<file path="src/rtl/pwmsync_pkg.sv">
`timescale 1ns/1ps
package pwmsync_pkg;

  // Limit a requested period to the supported span.
  function automatic int unsigned clamp_u(int unsigned v, int unsigned lo, int unsigned hi);
    if (v < lo) return lo;
    if (v > hi) return hi;
    return v;
  endfunction

  // Count at which the mid-cycle sync pulse starts.
  function automatic int unsigned half_of(int unsigned p);
    return p / 2;
  endfunction

endpackage

</file>
<file path="src/rtl/pwmsync_period_reg.sv">
`timescale 1ns/1ps
module pwmsync_period_reg #(
  parameter int PIN_W      = 12,
  parameter int PER_W      = 10,
  parameter int DEF_PERIOD = 1000,
  parameter int MIN_PERIOD = 250
) (
  input  logic             clk,
  input  logic             rst_n,
  input  logic             load,
  input  logic [PIN_W-1:0] period_in,
  output logic [PER_W-1:0] period_q
);
  import pwmsync_pkg::*;

  always_ff @(posedge clk) begin
    if (!rst_n)
      period_q <= PER_W'(DEF_PERIOD);
    else if (load)
      period_q <= PER_W'(clamp_u(32'(period_in), MIN_PERIOD, DEF_PERIOD));
  end
endmodule

</file>
<file path="src/rtl/pwmsync_cycle_timer.sv">
`timescale 1ns/1ps
module pwmsync_cycle_timer #(
  parameter int PER_W  = 10,
  parameter int OUT_PW = 28
) (
  input  logic             clk,
  input  logic             rst_n,
  input  logic [PER_W-1:0] period_q,
  input  logic             ext_accept,
  input  logic             slave_mode,
  output logic [PER_W-1:0] cnt,
  output logic [PER_W-1:0] half,
  output logic             cycle_start,
  output logic             drive_active
);
  import pwmsync_pkg::*;
  localparam int PW_W = $clog2(OUT_PW + 1);

  logic [PER_W-1:0] cnt_nxt;
  logic             wrap;
  logic [PW_W-1:0]  sp_cnt;

  assign half    = PER_W'(half_of(32'(period_q)));
  assign wrap    = (cnt >= period_q - 1'b1);
  assign cnt_nxt = (ext_accept || wrap) ? '0 : cnt + 1'b1;

  always_ff @(posedge clk) begin
    if (!rst_n) begin
      cnt         <= '0;
      cycle_start <= 1'b0;
    end else begin
      cnt         <= cnt_nxt;
      cycle_start <= ext_accept || wrap;
    end
  end

  // Mid-cycle pulse: loaded so that the first high cycle has cnt == half.
  always_ff @(posedge clk) begin
    if (!rst_n || slave_mode)
      sp_cnt <= '0;
    else if (cnt_nxt == half)
      sp_cnt <= PW_W'(OUT_PW);
    else if (sp_cnt != '0)
      sp_cnt <= sp_cnt - 1'b1;
  end

  assign drive_active = (sp_cnt != '0);
endmodule

</file>
<file path="src/rtl/pwmsync_ext_detect.sv">
`timescale 1ns/1ps
module pwmsync_ext_detect #(
  parameter int PER_W       = 10,
  parameter int IN_MIN_PW   = 18,
  parameter int SYNC_STAGES = 2
) (
  input  logic             clk,
  input  logic             rst_n,
  input  logic             sync_in,
  input  logic             drive_active,
  input  logic [PER_W-1:0] period_q,
  output logic             ext_accept,
  output logic             slave_mode
);
  localparam int HW = $clog2(IN_MIN_PW + 1);
  localparam int GW = PER_W + 1;

  logic [SYNC_STAGES-1:0] sync_sr;
  logic                   s_in;
  logic [HW-1:0]          hi_cnt;
  logic                   blocked, start_blk, qual, faster;
  logic [GW-1:0]          gap_cnt;

  always_ff @(posedge clk) begin
    if (!rst_n) sync_sr <= '0;
    else        sync_sr <= {sync_sr[SYNC_STAGES-2:0], sync_in};
  end
  assign s_in = sync_sr[SYNC_STAGES-1];

  // Width qualification and own-drive blocking.
  assign start_blk = s_in && (hi_cnt == '0) && drive_active;
  assign qual      = s_in && (hi_cnt == HW'(IN_MIN_PW - 1)) && !blocked && !start_blk;

  always_ff @(posedge clk) begin
    if (!rst_n || !s_in) begin
      hi_cnt  <= '0;
      blocked <= 1'b0;
    end else begin
      if (hi_cnt != HW'(IN_MIN_PW)) hi_cnt <= hi_cnt + 1'b1;
      if (start_blk)                blocked <= 1'b1;
    end
  end

  // Interval since previous accepted-width pulse, saturating.
  always_ff @(posedge clk) begin
    if (!rst_n)             gap_cnt <= '1;
    else if (qual)          gap_cnt <= GW'(1);
    else if (gap_cnt != '1) gap_cnt <= gap_cnt + 1'b1;
  end

  assign faster     = (gap_cnt < {1'b0, period_q});
  assign ext_accept = qual && faster;

  always_ff @(posedge clk) begin
    if (!rst_n)
      slave_mode <= 1'b0;
    else if (ext_accept)
      slave_mode <= 1'b1;
    else if (slave_mode && (gap_cnt >= {1'b0, period_q}))
      slave_mode <= 1'b0;
  end
endmodule

</file>
<file path="src/rtl/pwmsync_clk_unit.sv">
`timescale 1ns/1ps
module pwmsync_clk_unit #(
  parameter int PIN_W       = 12,
  parameter int DEF_PERIOD  = 1000,
  parameter int MIN_PERIOD  = 250,
  parameter int OUT_PW      = 28,
  parameter int IN_MIN_PW   = 18,
  parameter int SYNC_STAGES = 2
) (
  input  logic             clk,
  input  logic             rst_n,
  input  logic [PIN_W-1:0] period_in,
  input  logic             period_load,
  input  logic             sync_in,
  output logic             sync_out,
  output logic             sync_oe,
  output logic             cycle_start,
  output logic             slave_mode
);
  localparam int PER_W = $clog2(DEF_PERIOD + 1);

  logic [PER_W-1:0] period_q;
  logic [PER_W-1:0] cnt_w;
  logic [PER_W-1:0] half_w;
  logic             ext_accept;
  logic             drive_active;

  pwmsync_period_reg #(
    .PIN_W(PIN_W), .PER_W(PER_W), .DEF_PERIOD(DEF_PERIOD), .MIN_PERIOD(MIN_PERIOD)
  ) per_i (
    .clk(clk), .rst_n(rst_n), .load(period_load), .period_in(period_in), .period_q(period_q)
  );

  pwmsync_cycle_timer #(.PER_W(PER_W), .OUT_PW(OUT_PW)) tmr_i (
    .clk(clk), .rst_n(rst_n), .period_q(period_q), .ext_accept(ext_accept),
    .slave_mode(slave_mode), .cnt(cnt_w), .half(half_w),
    .cycle_start(cycle_start), .drive_active(drive_active)
  );

  pwmsync_ext_detect #(
    .PER_W(PER_W), .IN_MIN_PW(IN_MIN_PW), .SYNC_STAGES(SYNC_STAGES)
  ) det_i (
    .clk(clk), .rst_n(rst_n), .sync_in(sync_in), .drive_active(drive_active),
    .period_q(period_q), .ext_accept(ext_accept), .slave_mode(slave_mode)
  );

  assign sync_out = drive_active && !slave_mode;
  assign sync_oe  = !slave_mode;
endmodule

</file>
<file path="config.mk">
export PLATFORM = sky130hd
export DESIGN_NAME = pwmsync_clk_unit
export DESIGN_NICKNAME = d
export VERILOG_FILES = /design/src/rtl/pwmsync_pkg.sv /design/src/rtl/pwmsync_period_reg.sv /design/src/rtl/pwmsync_cycle_timer.sv /design/src/rtl/pwmsync_ext_detect.sv /design/src/rtl/pwmsync_clk_unit.sv
export SDC_FILE = /design/constraint.sdc
export NUM_CORES = 1
export LEC_CHECK = 0
export CAP_MARGIN = 20
export CORE_MARGIN = 3
export CORE_UTILIZATION = 45
export DETAILED_ROUTE_END_ITERATION = 8
export MAX_ROUTING_LAYER = met4
export SLEW_MARGIN = 5
export SYNTH_ARGS = -nofsm -noshare
export SYNTH_HDL_FRONTEND = slang
export SYNTH_SLANG_ARGS = --single-unit
</file>
<file path="constraint.sdc">
create_clock -name clk -period 3.6 [get_ports clk]
set_input_delay 0.54 -clock clk [delete_from_list [all_inputs] [get_ports clk]]
set_output_delay 0.54 -clock clk [all_outputs]
set_load 0.005 [all_outputs]
</file>
==> summary.md, run 1 <==
| Metric | Value |
|---|---|
| Post-synth EDFFs | 0 |
| Die X | 85.4 um |
| Sequential cell area | 921 um2 |
| Synth Flop Type | dfxtp_1 |
| Req. time, crit path | 3.82 ns |
| Synthesized area per cell | 8.51 um2 |
| Place WS | 0.611 ns |
| RSZ-0062 raised after global routing | false |
| I/O pins | 20 |
| Fillers | 585 |
| Crit path cell chain | nor3_1 -> and3_1 -> xnor2_1 -> ha_1 -> nand2_1 -> nor2_1 -> a211oi_1 -> a21oi_1 -> a2111oi_4 -> mux2i_2 -> nor3b_1 |
| Max Clk Rate | 337 MHz |
| Max-Cap Viols | 0 |
| Post-CTS Setup Bufs | 0 |
| Utilization after layout | 52.5% |
| Final setup margin | 0.628 ns |
| Slew headroom | 70.6% |
| Antenna Violating Nets Remaining | 0 |
| WP data arrival | 3.19 ns |
| Slew @ Worst Pin | 0.439 ns |
| Multi-input logic area | 0.00178 mm2 |
| Min Tclk post-route | 2.97 ns |
| Grt total ovfl | 0 |
| Top post-synthesis cells by area | dfxtp_1, ha_1, xnor2_1 |
| ANT cells | 0 |
| Initial antenna violation count | 0 |
| Final Cell Area | 0.00317 mm2 |
| Die ar. | 0.00729 mm2 |
| Placeable Area | 0.00603 mm2 |
| Status | finished clean |
| Crit path max fanout | 5 |
| Post-Syn Nets | 377 |
| Final Hold Fails | 0 |
| Die Span Y | 85.4 um |
| Port Buffer Count | 19 |
| Nets | 393 |
| First-pass GRT wire length | 10200 um |
| Routability cong. | 0.859 |
| Critical Path End Type | flip-flop |
| Syn Std Cell Area | 0.00283 mm2 |
| Top-area cell type share of the netlist area | 32.5% |
| Vias in the first global route | 2197 |
| Clk sinks | 46 |
| Via count | 2305 |
| DP Cell Count | 417 |
| Clock latency on the worst-skew pair | 0.30 ns |
| Dpl hpwl | 4620 um |
| CTS resizes | 0 |
| Leak pwr | 1.27 nW |
| Tcrit/Tclk final | 82.5% |
| CTS Buffer Depth | 2 |
| Crit start category | flip-flop |
| Hold WS | 0.447 ns |
| Iter 0 DRT Violations | 86 |
| Number of library cell types mapped by synthesis | 48 |
| Initial core utilization | 47.0% |
| Most common cell in the netlist | dfxtp_1 |
| Row count | 28 |
| Hold Crit Class | flip-flop to flip-flop |
| Max H-tree Level | 2 |
| Register area share after synthesis | 32.5% |
| DR vias/cell | 5.42 |
| Ys Warns | 0 |
| IR drop worst, VDD | 0.000276 V |
| Setup tns final | 0 ns |
| Syn-to-layout area delta | 11.7% |
| Clock Pin Slew Worst Setup and Hold Paths | 0.09 ns |
| Final Slew Violations | 0 |
| Top post-synthesis cells by count | dfxtp_1, nor2_1, ha_1 |
| Seq cells post-synth | 46 |
| Async S/R FF share, synth | 0% |
| Hold_buf cts | 0 |
| Largest area contributor in the netlist | dfxtp_1 |
| Synth Instances | 333 |
| Final WL | 6020 um |
| Final Power | 1.12 mW |
| Gr usage total | 17.7% |
| DRC Markers | 0 |
| Crit path max-delay cell type | a2111oi_4 |
| Setup violators final | 0 |
| Final Skew | 0.0131 ns |
| Mean routed wirelength per cell | 14.2 um |
| Post-place instance area | 0.00307 mm2 |
| Detailed Routing Iterations Pass 1 | 4 |
| WS Path Type | flip-flop to flip-flop |
| Final Non-Filler Cells | 425 |
| Root Buffer | clkbuf_8 |
| Layout cells sized above 1 | 5.71% |
| Crit-path max cell delay | 0.46 ns |
| CTS buffer count | 5 |
| CTS tree | done |
| Power Density | 354 mW/mm2 |
| Largest net degree at the start of global routing | 23 |
-- where the power goes --
group	switching (mW)	internal (mW)	leakage, nW	total [mW]
clock	0.178	0.155	0.0472	0.332
sequential	0.0243	0.536	0.374	0.560
combinational	0.119	0.111	0.851	0.230
total	0.321	0.801	1.27	1.12
-- worst max-delay path: cells and delay by family (launching register included) --
family	cells	cell delay [ns]
and+or+nand+nor	5	0.95
muxes	1	0.38
adders and majority gates	1	0.26
AOI/OAI and AO/OA	3	0.82
xor gates and xnor gates	1	0.14
DFF	1	0.37
-- kinds of logic after synthesis --
kind of cell	count (synthesis)	synth area share, %
adders and majority gates	28	12.4
AOI/OAI and AO/OA	59	14.1
buffers and inverters	32	4.86
DFF	46	32.5
muxes	2	0.839
and+or+nand+nor	130	24.2
xor gates and xnor gates	36	11.1
-- final timing paths --
kind / start / end / slack [ns] / cells after the start
setup / recovery: per_i.period_q[2] / tmr_i.sp_cnt[1] / 0.63 / 11
hold / removal: det_i.sync_sr[0] / det_i.sync_sr[1] / 0.45 / 1
setup reg to reg: per_i.period_q[2] / tmr_i.sp_cnt[1] / 0.63 / 11
hold reg to reg: det_i.sync_sr[0] / det_i.sync_sr[1] / 0.45 / 1
-- layout by cell type, fill, tap and decap left out, types with 2 or more instances in the layout --
cell type / synthesis / layout
o21ai_0: 19 / 19
nand2_1: 26 / 26
a21oi_1: 16 / 16
ha_1: 28 / 28
nand4_1: 12 / 12
nand3b_1: 5 / 5
nand3_1: 19 / 19
o2111ai_1: 2 / 2
nor2b_1: 2 / 2
a21o_1: 2 / 2
clkbuf_8: 0 / 6
nor3_1: 4 / 4
and2_1: 6 / 6
nor2_1: 30 / 30
a21oi_2: 2 / 2
xnor2_1: 20 / 20
nor3b_1: 2 / 2
and3_1: 8 / 8
inv_1: 20 / 20
o22ai_1: 5 / 5
and4_1: 3 / 3
dfxtp_1: 46 / 46
a31oi_1: 2 / 2
buf_4: 0 / 2
nor4_1: 3 / 3
xor2_1: 16 / 16
clkdlybuf4s50_1: 0 / 19
or3_1: 4 / 4
-- routing by layer --
metal | up-vias | wire length (um) | GRT usage, % | part of all wire, %
li1 | 1216 | - | - | -
met2 | 21 | 2750 | 28.0 | 46
met4 | 0 | 59 | 4.32 | 0.98
met1 | 1060 | 3080 | 23.8 | 51
met3 | 8 | 126 | 2.72 | 2.1
met5 | - | 0 | - | 0
-- registers in the layout (all words and copies together) (netlist names) --
name / count
det_i.blocked: 1
det_i.gap_cnt: 11
det_i.hi_cnt: 5
det_i.slave_mode: 1
det_i.sync_sr: 2
per_i.period_q: 10
tmr_i.cnt: 10
tmr_i.cycle_start: 1
tmr_i.sp_cnt: 5
-- cell type report --
| cell class | count | share of cell area, % |
|---|---|---|
| clock buffer | 6 | 2.61 |
| clock inverter | 2 | 0.395 |
| inverter | 20 | 2.37 |
| multi-input combinational | 255 | 56.1 |
| sequential | 46 | 29.1 |
| tap | 75 | 2.96 |
| timing repair buffer | 21 | 6.48 |
Power figures use the tool's default switching activity.
==> run 2: changes to the inputs <==
PLACE_DENSITY = 0.66   (was unset)
clock period = 2.5 ns   (was 3.6 ns; I/O delays follow)
==> run 2 against run 1 <==
The run now ends with negative setup slack left. First-iteration DRC count down 15%. Sequential share of layout area is 3.1 points lower. Count of clock-buffer cells in the layout down 1. Clock skew fell by 0.0042 ns. Utilization grew 6.4 points. Critical endpoint unchanged. Highest routed layer unchanged.
==> summary.md, run 2 (same netlist as run 1, synthesis figures left out) <==
| Metric | Value |
|---|---|
| WP data arrival | 2.83 ns (-0.36 ns) |
| Initial antenna violation count | 0 (unchanged) |
| Initial core utilization | 47.0% (unchanged) |
| Vias in the first global route | 2351 (+7.0%) |
| Port Buffer Count | 19 (unchanged) |
| Top reg by flops | det_i.gap_cnt |
| Max Clk Rate | 385 MHz (+14%) |
| Die ar. | 0.00729 mm2 (unchanged) |
| Reg2Reg Setup Slack | -0.1 ns (-0.73 ns) |
| Fillers | 533 (-8.9%) |
| Slew headroom | 68.8% (-1.8 points) |
| Final Power | 1.86 mW (+66%) |
| WS Path Type | flip-flop to flip-flop |
| Hold Crit Class | flip-flop to flip-flop |
| Int Pwr | 1.37 mW (+71%) |
| Crit start category | flip-flop |
| Req. time, crit path | 2.74 ns (-1.08 ns) |
| Dpl hpwl | 4780 um (+3.5%) |
| Critical Path End Type | flip-flop |
| Max-Cap Viols | 0 (unchanged) |
| First-pass GRT wire length | 10900 um (+6.6%) |
| Min Tclk post-route | 2.60 ns (-0.374 ns) |
| Detailed Routing Iterations Pass 1 | 4 (unchanged) |
| Setup violators final | 5 (+5) |
| DR vias/cell | 5.48 (+1.1%) |
| Power Density | 524 mW/mm2 (+48%) |
| Leak pwr | 1.42 nW (+12%) |
| Iter 0 DRT Violations | 73 (-15%) |
| Final WL | 6320 um (+4.9%) |
| Tcrit/Tclk final | 104% (+21 points) |
| Clock power frac | 35.7% (+6.1 points) |
| Placeable Area | 0.00603 mm2 (unchanged) |
| Clk sinks | 46 (unchanged) |
| Violated checks | negative setup slack |
| Row count | 28 (unchanged) |
| Final setup margin | -0.0980 ns (-0.726 ns) |
| CTS tree | done |
| Gate power share | 21.1% (+0.6 points) |
| I/O pins | 20 (unchanged) |
| Crit path max fanout | 5 (unchanged) |
| Switch Pwr | 0.489 mW (+52%) |
| Root Buffer | clkbuf_8 |
| CTS Buffer Depth | 2 (unchanged) |
| Gr usage total | 18.9% (+1.1 points) |
| Final Slew Violations | 0 (unchanged) |
| DRC Markers | 0 (unchanged) |
| Status | finished with violations |
| Nets | 415 (+5.6%) |
| Final Cell Area | 0.00355 mm2 (+12%) |
| Layout cells sized above 1 | 19.4% (+14 points) |
| Place WS | -0.147 ns (-0.759 ns) |
| Max H-tree Level | 2 (unchanged) |
| Antenna Violating Nets Remaining | 0 (unchanged) |
| Mean routed wirelength per cell | 14.1 um (-0.23%) |
| Post-place instance area | 0.00326 mm2 (+6.1%) |
| Syn-to-layout area delta | 25.3% |
| Final Skew | 0.00895 ns (-0.00417 ns) |
| Largest net degree at the start of global routing | 23 (unchanged) |
| Routability cong. | 0.882 (+2.7%) |
| Clock latency on the worst-skew pair | 0.30 ns (about the same) |
| Clock Pin Slew Worst Setup and Hold Paths | 0.09 ns (about the same) |
| CTS buffer count | 5 (unchanged) |
| Switching Fraction | 26.3% (-2.3 points) |
| IR drop worst, VDD | 0.000480 V (+73%) |
| Sequential power share | 43.2% (-6.7 points) |
| RSZ-0062 raised after global routing | true |
| Hold WS | 0.450 ns (+0.00266 ns) |
| Die X | 85.4 um (unchanged) |
| Die Span Y | 85.4 um (unchanged) |
| Most common cell after layout, fill and taps aside | dfxtp_1 |
| Hold_buf cts | 0 (unchanged) |
| Most frequent cells in the layout | dfxtp_1, ha_1, nand2_1, buf_4, nor2_1 |
| Largest register FFs | 11 (unchanged) |
| ANT cells | 0 (unchanged) |
| Via count | 2450 (+6.3%) |
| Final Hold Fails | 0 (unchanged) |
| Largest registers | det_i.gap_cnt x11, per_i.period_q x10, tmr_i.cnt x10 |
| Grt total ovfl | 0 (unchanged) |
| Slew @ Worst Pin | 0.466 ns (+0.0275 ns) |
run 2: cell types whose count changed in the layout (fill, tap and decap cells not counted), sizes merged:
cell      delta
clkinvlp     -1
buf         +22
bufinv       +2
clkbuf       -1
run 2: metrics by stage:
| stage | utilization [%] | instances | TNS (ns) |
|---|---|---|---|
| final | 58.9 | 447 | -0.341 |
| after detailed placement | 54.0 | 439 | -1.32 |
| after global routing | 58.9 | 447 | -2.03 |
| after floorplan | - | 333 | 0 |
| after CTS | 56.7 | 448 | -1.37 |
| after global placement | 54.0 | 439 | -0.119 |
run 2: timing repair:
action                     CTS  global route
setup buffers                1             1
resized for setup            4            31
pin swaps                    4            19
setup endpoints to repair   14            16
run 2: worst paths after layout:
path,startpoint,depth (start not counted),endpoint
worst min register to register,det_i.sync_sr[0],1,det_i.sync_sr[1]
worst max-delay path,per_i.period_q[3],11,tmr_i.sp_cnt[1]
worst min-delay path,det_i.sync_sr[0],1,det_i.sync_sr[1]
worst max register to register,per_i.period_q[3],11,tmr_i.sp_cnt[1]
run 2: worst max-delay path: stages (launching register included):
cell,delay (ns)
dfxtp_2,0.34
nor3_4,0.18
and3_4,0.25
nand3_4,0.07
xnor2_2,0.14
ha_1,0.32
a21o_1,0.18
a21oi_2,0.14
nor2b_2,0.07
a2111oi_4,0.27
mux2i_2,0.38
nor3b_2,0.20
run 2: power by group through the flow:
stage | clock [mW] | combinational, mW | sequential, mW
after floorplan | 0 | 0.249 | 0.812
final | 0.663 | 0.392 | 0.804
after detailed placement | 0 | 0.379 | 0.819
after global routing | 0.707 | 0.443 | 0.810
after CTS | 0.673 | 0.384 | 0.802
after global placement | 0 | 0.374 | 0.818
run 2: routing by layer:
metal  vias to the layer above  share of wire [%]  GRT usage [%]
met3                         6                3.6           3.50
met2                        48                 49           29.8
met4                         0                1.3           5.61
li1                       1255                  -              -
met1                      1141                 47           24.5
met5                         -                  0              -
run 2: cell type report:
cell class	count	area, um2	area share [%]
Multi-Input combinational cell	255	1950	54.9
Timing Repair Buffer	43	370	10.4
Inverter	20	75.1	2.11
Sequential cell	46	923	26.0
Clock inverter	3	68.8	1.94
Tap cell	75	93.8	2.64
Clock buffer	5	68.8	1.94
